<file path="src/rtl/sclk_phase_gen.sv">
module sclk_phase_gen #(
  parameter int ACC_W     = 12,
  parameter int SEL_W     = 4,
  parameter int RESET_SEL = 15
) (
  input  logic             clk,
  input  logic             rst_n,
  input  logic             enable,
  input  logic             run,
  input  logic             polarity,
  input  logic             rate_wr,
  input  logic [ACC_W-1:0] rate_din,
  input  logic             preset_wr,
  input  logic [SEL_W-1:0] preset_din,
  output logic [ACC_W-1:0] rate_word,
  output logic [SEL_W-1:0] preset_code,
  output logic             sclk,
  output logic             lead_stb,
  output logic             trail_stb
);

  localparam logic [ACC_W-1:0] MAX_WORD = ACC_W'(1) << (ACC_W - 1);

  function automatic logic [ACC_W-1:0] preset_word(input logic [SEL_W-1:0] code);
    logic [11:0] w;
    case (int'(code))
      0:  w = 12'd1;
      1:  w = 12'd2;
      2:  w = 12'd4;
      3:  w = 12'd8;
      4:  w = 12'd20;
      5:  w = 12'd41;
      6:  w = 12'd51;
      7:  w = 12'd82;
      8:  w = 12'd102;
      9:  w = 12'd137;
      10: w = 12'd205;
      11: w = 12'd410;
      12: w = 12'd512;
      13: w = 12'd683;
      14: w = 12'd1024;
      default: w = 12'd2048;
    endcase
    return ACC_W'(w) << (ACC_W - 12);
  endfunction

  logic [ACC_W-1:0] rate_q, acc_q;
  logic [SEL_W-1:0] sel_q;
  logic             sclk_q, lead_q, trail_q;

  wire             going   = enable & run;
  wire [ACC_W:0]   sum     = {1'b0, acc_q} + {rate_q, 1'b0};
  wire             carry   = sum[ACC_W];
  wire             at_idle = (sclk_q == polarity);
  wire [ACC_W-1:0] clamped = (rate_din > MAX_WORD) ? MAX_WORD : rate_din;

  always_ff @(posedge clk or negedge rst_n) begin
    if (!rst_n) begin
      sel_q  <= SEL_W'(RESET_SEL);
      rate_q <= preset_word(SEL_W'(RESET_SEL));
    end else if (preset_wr) begin
      sel_q  <= preset_din;
      rate_q <= preset_word(preset_din);
    end else if (rate_wr) begin
      rate_q <= clamped;
    end
  end

  always_ff @(posedge clk or negedge rst_n) begin
    if (!rst_n) begin
      acc_q   <= '0;
      sclk_q  <= 1'b0;
      lead_q  <= 1'b0;
      trail_q <= 1'b0;
    end else if (!going) begin
      acc_q   <= '0;
      sclk_q  <= polarity;
      lead_q  <= 1'b0;
      trail_q <= 1'b0;
    end else begin
      acc_q   <= sum[ACC_W-1:0];
      sclk_q  <= sclk_q ^ carry;
      lead_q  <= carry & at_idle;
      trail_q <= carry & ~at_idle;
    end
  end

  assign rate_word   = rate_q;
  assign preset_code = sel_q;
  assign sclk        = sclk_q;
  assign lead_stb    = lead_q;
  assign trail_stb   = trail_q;

endmodule


</file>
<file path="config.mk">
export PLATFORM = sky130hd
export DESIGN_NAME = sclk_phase_gen
export DESIGN_NICKNAME = d
export VERILOG_FILES = /design/src/rtl/sclk_phase_gen.sv
export SDC_FILE = /design/constraint.sdc
export NUM_CORES = 1
export LEC_CHECK = 0
export BUFFER_PORTS_ARGS = -buffer_cell sky130_fd_sc_hd__buf_2
export CAP_MARGIN = 30
export CORE_MARGIN = 10
export CORE_UTILIZATION = 52
export DETAILED_ROUTE_END_ITERATION = 8
export GPL_ROUTABILITY_DRIVEN = 0
export MAX_ROUTING_LAYER = met4
export PLACE_DENSITY = 0.89
export SLEW_MARGIN = 5
export SYNTH_ARGS = -nofsm -noshare
export SYNTH_HDL_FRONTEND = slang
export SYNTH_SLANG_ARGS = --single-unit
</file>
<file path="constraint.sdc">
create_clock -name clk -period 3.4 [get_ports clk]
set_input_delay 1.02 -clock clk [delete_from_list [all_inputs] [get_ports clk]]
set_output_delay 1.02 -clock clk [all_outputs]
set_load 0.005 [all_outputs]
</file>
==> flow_summary.ini <==
[sta]
worst_hold_slack_ns = 0.567
finalMaxSlewViolations = 0
hold_viol = 0
worstMarginPinSlew_ns = 0.649
fin_ws_ns = 1.26
min_period_over_period_pct = 63.0
fin_skew_ns = 0.00569
rsz0062_at_grt = no
fin_setup_tns_ns = 0
setup-violations-final = 0
fmax_mhz = 467
slew-limit-headroom_pct = 56.7
min_period_ns = 2.14

[cts]
cts-hold-fix-buffers = 0
cts_max_level = 2
postCtsSetupRepairBufs = 0
cts_root_buf = clkbuf_8
tritoncts = yes
cts.sinks = 30
clk_pin_slew_ns = 0.07
clkLatencyLatePin_ns = 0.29
clock_path_buffers = 2
post_cts_resized = 0
cts_buffers = 5

[die]
die_y_um = 80.4
num_io_pins = 42
coreArea_um2 = 3440
rows = 21
die-area_um2 = 6470
start_util_pct = 55.2
die_x_um = 80.4

[power_and_ir_drop]
power_density_nw_per_um2 = 470
total_power_mw = 1.07
irDropWorstVdd_mv = 0.215
leakage_nw = 1.13

[synthesis]
synthCells = 200
synth_cell_types = 42
mappedNetlistNets = 239
synth-seq-area-share_pct = 39.9
ys_warn_count = 0
avgSynthCellArea_um2 = 9.50
synth_seq_cells = 30
syn_area_um2 = 1900

[worst_setup_path]
required_ns = 3.55
critPathKind = register to register
cp.arrival_ns = 2.30
critPathCapture = acc_q[11]
reg2reg_depth = 8
cp-end-kind = register
r2r-end = acc_q[11]
rrSetupSlack_ns = 1.26
r2r-start = rate_word[0]
cp_max_fo = 3
cp-start-kind = register
cp-startpoint = rate_word[0]

[finish]
fillers = 288
final_util_pct = 66.2
drive_above_1_share_pct = 26.9
syn2layout_area_growth_pct = 19.9
antenna_cells = 0
num-nets-final = 280
multi_input_area_um2 = 1070
register_area_um2 = 757

[global_routing]
grt.overflow.total = 0
grt_pass1_vias = 1699
grt_start_max_net_pins = 31
antenna_found_initial = 0
grt_pass1_wl_mm = 8.32
grt_util_all_layers_pct = 16.7

[placement]
dp_hpwl_mm = 3.73
portBuffers = 41
pre_cts_ws_ns = 1.04

[run]
cap_violations = 0

[route]
wl_per_cell_um = 17.1
wirelength_mm = 4.93
drcViolationCount = 0
drt-pass1-iter-count = 4
vias = 1709
vias_per_cell = 5.93
first_iter_violations = 134
antenna_left = 0

[hold_path]
hold_path_depth = 1
hold_path.class = register to register

[outcome]
status = complete, no violations
-- placed cells by master, fill, tap and decap left out, types with 6 or more instances in the layout --
| cell | Yosys | routed |
|---|---|---|
| a31oi_1 | 10 | 10 |
| inv_1 | 11 | 11 |
| dfrtp_1 | 25 | 25 |
| buf_2 | 1 | 41 |
| nand2_1 | 17 | 17 |
| ha_1 | 15 | 15 |
| nand3_1 | 6 | 6 |
| xnor2_1 | 7 | 7 |
| nor2b_1 | 6 | 6 |
| nor3_1 | 8 | 8 |
| a21oi_1 | 12 | 12 |
| clkbuf_8 | 0 | 6 |
| nor2_1 | 15 | 15 |
| o21ai_0 | 10 | 10 |
-- cell type report --
| cell class | count | area share (%) |
|---|---|---|
| Multi-Input combinational cell | 152 | 47.1 |
| Sequential cell | 30 | 33.2 |
| Clock buffer | 6 | 3.63 |
| Tap cell | 46 | 2.53 |
| Clock inverter | 2 | 2.64 |
| Inverter | 11 | 1.81 |
| Timing Repair Buffer | 41 | 9.01 |
-- critical path: stages (launching register included) --
cell	delay, ns
dfrtp_1	0.37
ha_1	0.22
inv_1	0.07
fa_1	0.38
nor2b_1	0.22
o2111ai_1	0.21
a31oi_1	0.29
o21ai_0	0.10
nor3b_1	0.14
-- cells in the mapped netlist (all sizes together) --
cell type | count | share of area (%)
mux2 | 5 | 3.0
inv | 11 | 2.2
nor2b | 6 | 2.0
mux2i | 1 | 0.53
o2111ai | 2 | 0.92
nor3 | 8 | 2.1
o21ai | 11 | 2.9
dfstp | 5 | 6.9
dfrtp | 25 | 33
xnor2 | 7 | 3.2
nor2 | 15 | 3.0
a2111oi | 1 | 0.79
nand2 | 17 | 3.4
o211a | 1 | 0.53
nand2b | 1 | 0.33
a31o | 1 | 0.46
ha | 15 | 9.9
buf | 1 | 0.26
a31oi | 10 | 3.3
a221o | 1 | 0.53
xor2 | 3 | 1.8
o211ai | 2 | 0.79
o21a | 2 | 0.79
fa | 1 | 1.1
a211o | 2 | 0.92
clkbuf | 6 | 1.2
a221oi | 4 | 1.8
nand3 | 6 | 1.6
nor4 | 2 | 0.66
nor3b | 3 | 1.4
a22oi | 1 | 0.40
o41a | 1 | 1.1
a21oi | 12 | 3.2
a21o | 5 | 2.0
o22ai | 2 | 0.66
o31a | 1 | 0.46
and3 | 2 | 0.66
a21boi | 1 | 0.40
-- where the power goes --
part           total (mW)  internal, mW  leakage (nW)  switching (mW)
Sequential          0.411         0.389         0.382          0.0221
Combinational       0.206        0.0909         0.676           0.115
Clock               0.452         0.312        0.0714           0.139
Total                1.07         0.793          1.13           0.277
-- state kept, by name, summed over array words and instances (netlist names) --
| name | cells |
|---|---|
| sclk | 1 |
| lead_stb | 1 |
| rate_word | 12 |
| acc_q | 11 |
| trail_stb | 1 |
| preset_code | 4 |
-- per-layer routing --
| metal | vias to the layer above | track usage (%) | wire length, um |
|---|---|---|---|
| met4 | 0 | 5.11 | 76 |
| met5 | - | - | 0 |
| met2 | 86 | 24.7 | 2250 |
| li1 | 809 | - | - |
| met3 | 11 | 6.12 | 435 |
| met1 | 803 | 20.6 | 2170 |
-- per-stage QoR --
stage	instances	area [um^2]
6_report	288	2280
5_1_grt	288	2280
4_1_cts	288	2280
3_5_place_dp	280	2130
3_3_place_gp	280	2130
2_1_floorplan	200	1900
-- cells by family (layout without fill, tap and decap cells) --
group,count (synthesis),count (layout),synth area share [%]
buffers and inverters,18,60,3.62
xor gates and xnor gates,10,10,5.01
adders and majority gates,16,16,10.9
AOI/OAI and AO/OA,60,60,22.0
and+or+nand+nor,60,60,15.1
DFF,30,30,39.9
muxes,6,6,3.49
-- worst min path at each step --
stage	startpoint	to	slack, ns
floorplan	rate_word[9]	rate_word[9]	0.50
global placement	rate_word[9]	rate_word[9]	0.53
detailed placement	rate_word[3]	rate_word[3]	0.55
CTS	rate_word[3]	rate_word[3]	0.57
global route	rate_word[3]	rate_word[3]	0.57
finish	rate_word[3]	rate_word[3]	0.57
(Power assumes the default switching activity.)
